## src/rtl/chmon_pkg.sv

```systemverilog
package chmon_pkg;

  typedef enum logic [1:0] {
    PH_IDLE     = 2'b00,
    PH_FWD_WAIT = 2'b01,
    PH_BWD_WAIT = 2'b10,
    PH_MOVE     = 2'b11
  } phase_e;

endpackage

```

## src/rtl/chmon_rst_sync.sv

```systemverilog
module chmon_rst_sync (
  input  logic clk_i,
  input  logic rst_ni,
  output logic rst_sync_no
);

  logic stage1_q;
  logic stage2_q;

  always_ff @(posedge clk_i or negedge rst_ni) begin
    if (!rst_ni) begin
      stage1_q <= 1'b0;
      stage2_q <= 1'b0;
    end else begin
      stage1_q <= 1'b1;
      stage2_q <= stage1_q;
    end
  end

  assign rst_sync_no = stage2_q;

endmodule

```

## src/rtl/chmon_phase_dec.sv

```systemverilog
module chmon_phase_dec
  import chmon_pkg::*;
(
  input  logic   irdy_i,
  input  logic   trdy_i,
  output phase_e phase_o,
  output logic   xfer_o
);

  always_comb begin
    unique case ({trdy_i, irdy_i})
      2'b00:   phase_o = PH_IDLE;
      2'b01:   phase_o = PH_FWD_WAIT;
      2'b10:   phase_o = PH_BWD_WAIT;
      default: phase_o = PH_MOVE;
    endcase
  end

  assign xfer_o = (phase_o == PH_MOVE);

endmodule

```

## src/rtl/chmon_retry_chk.sv

```systemverilog
module chmon_retry_chk
  import chmon_pkg::*;
#(
  parameter int unsigned DATA_W = 32
) (
  input  logic              clk_i,
  input  logic              rst_ni,
  input  phase_e            phase_i,
  input  logic [DATA_W-1:0] data_i,
  output logic              irdy_drop_o,
  output logic              trdy_drop_o,
  output logic              data_chg_o
);

  phase_e            prev_q, prev_d;
  logic [DATA_W-1:0] held_q;
  logic              held_en;
  logic              idrop_q, idrop_d;
  logic              tdrop_q, tdrop_d;
  logic              dchg_q, dchg_d;
  logic              sender_up;
  logic              recv_up;

  assign sender_up = (phase_i == PH_FWD_WAIT) || (phase_i == PH_MOVE);
  assign recv_up   = (phase_i == PH_BWD_WAIT) || (phase_i == PH_MOVE);
  assign held_en   = (phase_i == PH_FWD_WAIT);

  always_comb begin
    prev_d  = phase_i;
    idrop_d = idrop_q;
    tdrop_d = tdrop_q;
    dchg_d  = dchg_q;
    if (prev_q == PH_FWD_WAIT && !sender_up) begin
      idrop_d = 1'b1;
    end
    if (prev_q == PH_BWD_WAIT && !recv_up) begin
      tdrop_d = 1'b1;
    end
    if (prev_q == PH_FWD_WAIT && sender_up && (data_i != held_q)) begin
      dchg_d = 1'b1;
    end
  end

  always_ff @(posedge clk_i or negedge rst_ni) begin
    if (!rst_ni) begin
      prev_q  <= PH_IDLE;
      idrop_q <= 1'b0;
      tdrop_q <= 1'b0;
      dchg_q  <= 1'b0;
    end else begin
      prev_q  <= prev_d;
      idrop_q <= idrop_d;
      tdrop_q <= tdrop_d;
      dchg_q  <= dchg_d;
    end
  end

  always_ff @(posedge clk_i or negedge rst_ni) begin
    if (!rst_ni) begin
      held_q <= '0;
    end else if (held_en) begin
      held_q <= data_i;
    end
  end

  assign irdy_drop_o = idrop_q;
  assign trdy_drop_o = tdrop_q;
  assign data_chg_o  = dchg_q;

endmodule

```

## src/rtl/chmon_stall_wdog.sv

```systemverilog
module chmon_stall_wdog
  import chmon_pkg::*;
#(
  parameter int unsigned LIMIT = 256
) (
  input  logic   clk_i,
  input  logic   rst_ni,
  input  phase_e phase_i,
  output logic   deadlock_o
);

  localparam int unsigned CW = $clog2(LIMIT + 1);
  localparam logic [CW-1:0] CNT_TOP = CW'(LIMIT);

  logic [CW-1:0] cnt_q, cnt_d;
  logic          dl_q, dl_d;

  always_comb begin
    cnt_d = '0;
    if (phase_i == PH_FWD_WAIT) begin
      cnt_d = (cnt_q == CNT_TOP) ? cnt_q : cnt_q + 1'b1;
    end
    dl_d = dl_q | (cnt_d == CNT_TOP);
  end

  always_ff @(posedge clk_i or negedge rst_ni) begin
    if (!rst_ni) begin
      cnt_q <= '0;
      dl_q  <= 1'b0;
    end else begin
      cnt_q <= cnt_d;
      dl_q  <= dl_d;
    end
  end

  assign deadlock_o = dl_q;

endmodule

```

## src/rtl/chan_proto_mon.sv

```systemverilog
module chan_proto_mon
  import chmon_pkg::*;
#(
  parameter int unsigned DATA_W = 32,
  parameter int unsigned LIMIT  = 256
) (
  input  logic              clk_i,
  input  logic              rst_ni,
  input  logic              irdy_i,
  input  logic              trdy_i,
  input  logic [DATA_W-1:0] data_i,
  output logic [1:0]        phase_o,
  output logic              xfer_o,
  output logic              err_irdy_drop_o,
  output logic              err_trdy_drop_o,
  output logic              err_data_chg_o,
  output logic              deadlock_o
);

  logic   rst_sync_n;
  phase_e phase;

  chmon_rst_sync u_rst (
    .clk_i       (clk_i),
    .rst_ni      (rst_ni),
    .rst_sync_no (rst_sync_n)
  );

  chmon_phase_dec u_dec (
    .irdy_i  (irdy_i),
    .trdy_i  (trdy_i),
    .phase_o (phase),
    .xfer_o  (xfer_o)
  );

  chmon_retry_chk #(.DATA_W(DATA_W)) u_retry (
    .clk_i       (clk_i),
    .rst_ni      (rst_sync_n),
    .phase_i     (phase),
    .data_i      (data_i),
    .irdy_drop_o (err_irdy_drop_o),
    .trdy_drop_o (err_trdy_drop_o),
    .data_chg_o  (err_data_chg_o)
  );

  chmon_stall_wdog #(.LIMIT(LIMIT)) u_wdog (
    .clk_i      (clk_i),
    .rst_ni     (rst_sync_n),
    .phase_i    (phase),
    .deadlock_o (deadlock_o)
  );

  assign phase_o = phase;

endmodule

```

## config.mk

```make
export PLATFORM = sky130hd
export DESIGN_NAME = chan_proto_mon
export DESIGN_NICKNAME = d
export VERILOG_FILES = /design/src/rtl/chmon_pkg.sv /design/src/rtl/chmon_rst_sync.sv /design/src/rtl/chmon_phase_dec.sv /design/src/rtl/chmon_retry_chk.sv /design/src/rtl/chmon_stall_wdog.sv /design/src/rtl/chan_proto_mon.sv
export SDC_FILE = /design/constraint.sdc
export NUM_CORES = 1
export LEC_CHECK = 0
export BUFFER_PORTS_ARGS = -buffer_cell sky130_fd_sc_hd__buf_2
export CAP_MARGIN = 20
export CORE_MARGIN = 5
export CORE_UTILIZATION = 34
export CTS_CLUSTER_SIZE = 12
export DETAILED_ROUTE_END_ITERATION = 10
export PLACE_DENSITY = 0.55
export SLEW_MARGIN = 10
export SYNTH_ARGS = -nofsm -noshare
export SYNTH_HDL_FRONTEND = slang
export SYNTH_HIERARCHICAL = 1
export SYNTH_SLANG_ARGS = --single-unit
export TNS_END_PERCENT = 100
```

## constraint.sdc

```tcl
create_clock -name clk_i -period 2.3 [get_ports clk_i]
set_clock_uncertainty 0.15 [all_clocks]
set_input_delay 0.23 -clock clk_i [delete_from_list [all_inputs] [get_ports clk_i]]
set_output_delay 0.23 -clock clk_i [all_outputs]
set_load 0.05 [all_outputs]
```

==> metrics.md <==
| Metric | Value |
|---|---|
| Worst setup SP type | flop |
| WL final | 4360 µm |
| CTS resizes | 0 |
| Synth area leaders | dfrtp_1 51%, mux2_2 15%, xnor2_1 14% |
| Root buffer cell | clkbuf_8 |
| P_leak | 1.22 nW |
| Sequential Power Share | 55.7% |
| Post-DR wirelength/cell | 12.8 µm |
| Max Fclk | 470 MHz |
| Distinct cells, synth | 36 |
| Largest net degree at the start of global routing | 33 |
| Max VDD drop | 0.252 mV |
| TritonCTS buffer count | 5 |
| RR Endpoint | u_wdog/deadlock_o |
| Global-route wire length before repair | 7540 µm |
| Clock power frac | 27.8% |
| Layout cells sized above 1 | 37.3% |
| Diodes inserted | 0 |
| Core ar. | 0.00683 mm² |
| RePlAce Congestion | 0.712 |
| Via count | 1531 |
| Ys Warns | 6 |
| R2R setup slack | 0.17 ns |
| Combinational share of power | 16.5% |
| GRT overflow | 0 |
| Iteration-0 DRC Markers | 45 |
| Num Clock Sinks | 49 |
| Initial core utilization | 34.9% |
| Sw Share | 24.8% |
| Area share of the leading cell type in the synthesized netlist | 51.4% |
| Commonest non-fill, non-tap cell in the layout | dfrtp_1 |
| Multi-input logic area | 0.00108 mm² |
| Total die area | 0.00880 mm² |
| Syn Area/Cell | 12.2 µm² |
| Main synth FF type | dfrtp_1 |
| Reg2reg path depth | 4 |
| Initial antenna violation count | 0 |
| Slew margin rel. | 65.1% |
| Layout area overhead | 18.6% |
| Yosys reg bits | 49 |
| Worst setup path class | reg2reg |
| Cell Int Power | 1.37 mW |
| Post-DP HPWL | 3250 µm |
| RR Startpoint | u_wdog/cnt_q[4] |
| Number of flops mapped to enable cells by yosys | 0 |
| Fraction of registers with async set/reset | 100% |
| WHS Path Cells | 2 |
| Count of final max-slew check failures | 0 |
| Critical Path AT | 2.17 ns |
| Worst path required time | 2.34 ns |
| Vias per cell | 4.50 |
| Cell Pwr Density | 643 mW/mm² |
| Share of the yosys chip area belonging to registers | 51.4% |
| Final nets | 282 |
| Setup violators final | 0 |
| Top cell type by total area after synthesis | dfrtp_1 |
| Hold Buf Count CTS | 3 |
| Worst hold start | data_i[19] |
| All-Layer GR Usage | 10.9% |
| Crit end category | flop |
| Cell Area, Synth | 0.00239 mm² |
| Post-CTS setup buffers | 0 |
| RSZ-0062 raised after global routing | no |
| Leading cell types in the layout, fill and taps excluded | 48 x dfrtp_1, 42 x buf_2, 37 x xnor2_1, 32 x mux2_2, 11 x nor2_1 |
| Period utilization | 92.5% |
| Total power draw | 1.82 mW |
| Mapped Nets | 233 |
| Clock slew at reported path FFs | 0.09 ns |
| Setup tns final | 0 ns |
| DR DRC count | 0 |
| Cells after Synth | 195 |
| Site Rows | 30 |
| Ports | 43 |
| Minimum clock period after layout | 2.13 ns |
| Filler cells | 702 |
| Worst-Skew Late Latency | 0.29 ns |
| Routed Antenna Nets | 0 |
| DR pass1 iterations | 4 |
| CTS H-tree depth | 2 |
| Largest fanout on the critical path | 2 |
| Vias in the first global route | 1675 |
| Hold EP | u_retry/held_q[19] |
| Hold Violations, Final | 0 |
| Hold Crit Class | in2reg |
| Max_cap viols | 0 |
| IO buf count | 42 |
| CTS Buffer Depth | 2 |
| Status | finished clean |
| Register area | 0.00123 mm² |
| Chip width | 93.8 µm |
| NetSw | 0.452 mW |
| Least-Margin Pin Slew | 0.523 ns |
| CTS tree | done |
| Chip Height | 93.8 µm |
## cells by family (layout without fill, tap and decap cells)
| kind of cell | count (synthesis) | after routing | synth area share [%] |
|---|---|---|---|
| flip-flops | 49 | 49 | 51.4 |
| XOR/XNOR | 38 | 38 | 13.9 |
| buffers and inverters | 17 | 66 | 3.56 |
| adder cells (fa/ha/maj) | 2 | 2 | 1.05 |
| AND/OR/NAND/NOR | 41 | 41 | 9.43 |
| AO/OA/AOI/OAI | 13 | 13 | 4.35 |
| other | 1 | 1 | 0.157 |
| multiplexers | 34 | 34 | 16.1 |
## Yosys cell counts, drive strengths merged (2+ instances only)
cell	count
dfrtp	49
xnor2	37
mux2	33
nor2	12
nand4	9
inv	7
buf	6
clkbuf	4
a41o	3
and3	3
nor2b	3
a21oi	2
ha	2
nand2b	2
nand3	2
nor4	2
or3	2
or4	2
## per-stage QoR
step / utilization [%] / hold slack, ns / std cells / worst slack [ns] / area [µm²]
after floorplan: - / -0.216 / 195 / 0.00516 / 2390
after global placement: 39.7 / -0.134 / 330 / 0.179 / 2720
after detailed placement: 39.7 / -0.131 / 330 / 0.169 / 2720
after CTS: 41.4 / 0.0247 / 340 / 0.159 / 2830
after global routing: 41.4 / 0.0290 / 340 / 0.116 / 2830
final: 41.4 / 0.0379 / 340 / 0.174 / 2830
## per-layer routing
metal / track usage [%] / vias to the layer above / part of all wire (%)
met5: 0 / - / 0
met4: 4.69 / 0 / 2.0
met3: 2.72 / 8 / 4.6
met2: 17.9 / 31 / 47
met1: 13.5 / 723 / 46
li1: - / 769 / -
## power groups by stage
stage / clock, mW / sequential, mW / combinational [mW]
floorplan: 0 / 1.03 / 0.220
global placement: 0 / 1.03 / 0.298
detailed placement: 0 / 1.03 / 0.303
CTS: 0.533 / 1.02 / 0.308
global route: 0.565 / 1.03 / 0.334
finish: 0.507 / 1.01 / 0.301
## registers in the layout (all words and copies together) (netlist names)
register,cells
u_rst/stage1_q,1
u_retry/held_q,32
u_rst/rst_sync_no,1
u_retry/prev_q,2
u_retry/trdy_drop_o,1
u_retry/irdy_drop_o,1
u_wdog/cnt_q,9
u_retry/data_chg_o,1
u_wdog/deadlock_o,1
## layout make-up
class / count / area share, %
well taps: 96 / 4.24
repair buffers: 52 / 10.3
inverters: 7 / 0.928
clock buffers: 7 / 3.05
flip-flops and latches: 49 / 43.3
multi-input cells: 129 / 38.1
## critical path, cell delays in order (launching register included)
cell and delay, ns:
dfrtp_1 0.38, or4_1 0.53, or4_1 0.46, mux2_4 0.32
a41o_1 0.20
## how the worst max path moves through the flow
stage               slack [ns]             from           endpoint
global placement          0.18  u_wdog/cnt_q[4]  u_wdog/deadlock_o
floorplan                0.005  u_wdog/cnt_q[4]  u_wdog/deadlock_o
global route              0.12  u_wdog/cnt_q[4]  u_wdog/deadlock_o
finish                    0.17  u_wdog/cnt_q[4]  u_wdog/deadlock_o
detailed placement        0.17  u_wdog/cnt_q[4]  u_wdog/deadlock_o
CTS                       0.16  u_wdog/cnt_q[4]  u_wdog/deadlock_o
Power figures use the tool's default switching activity.
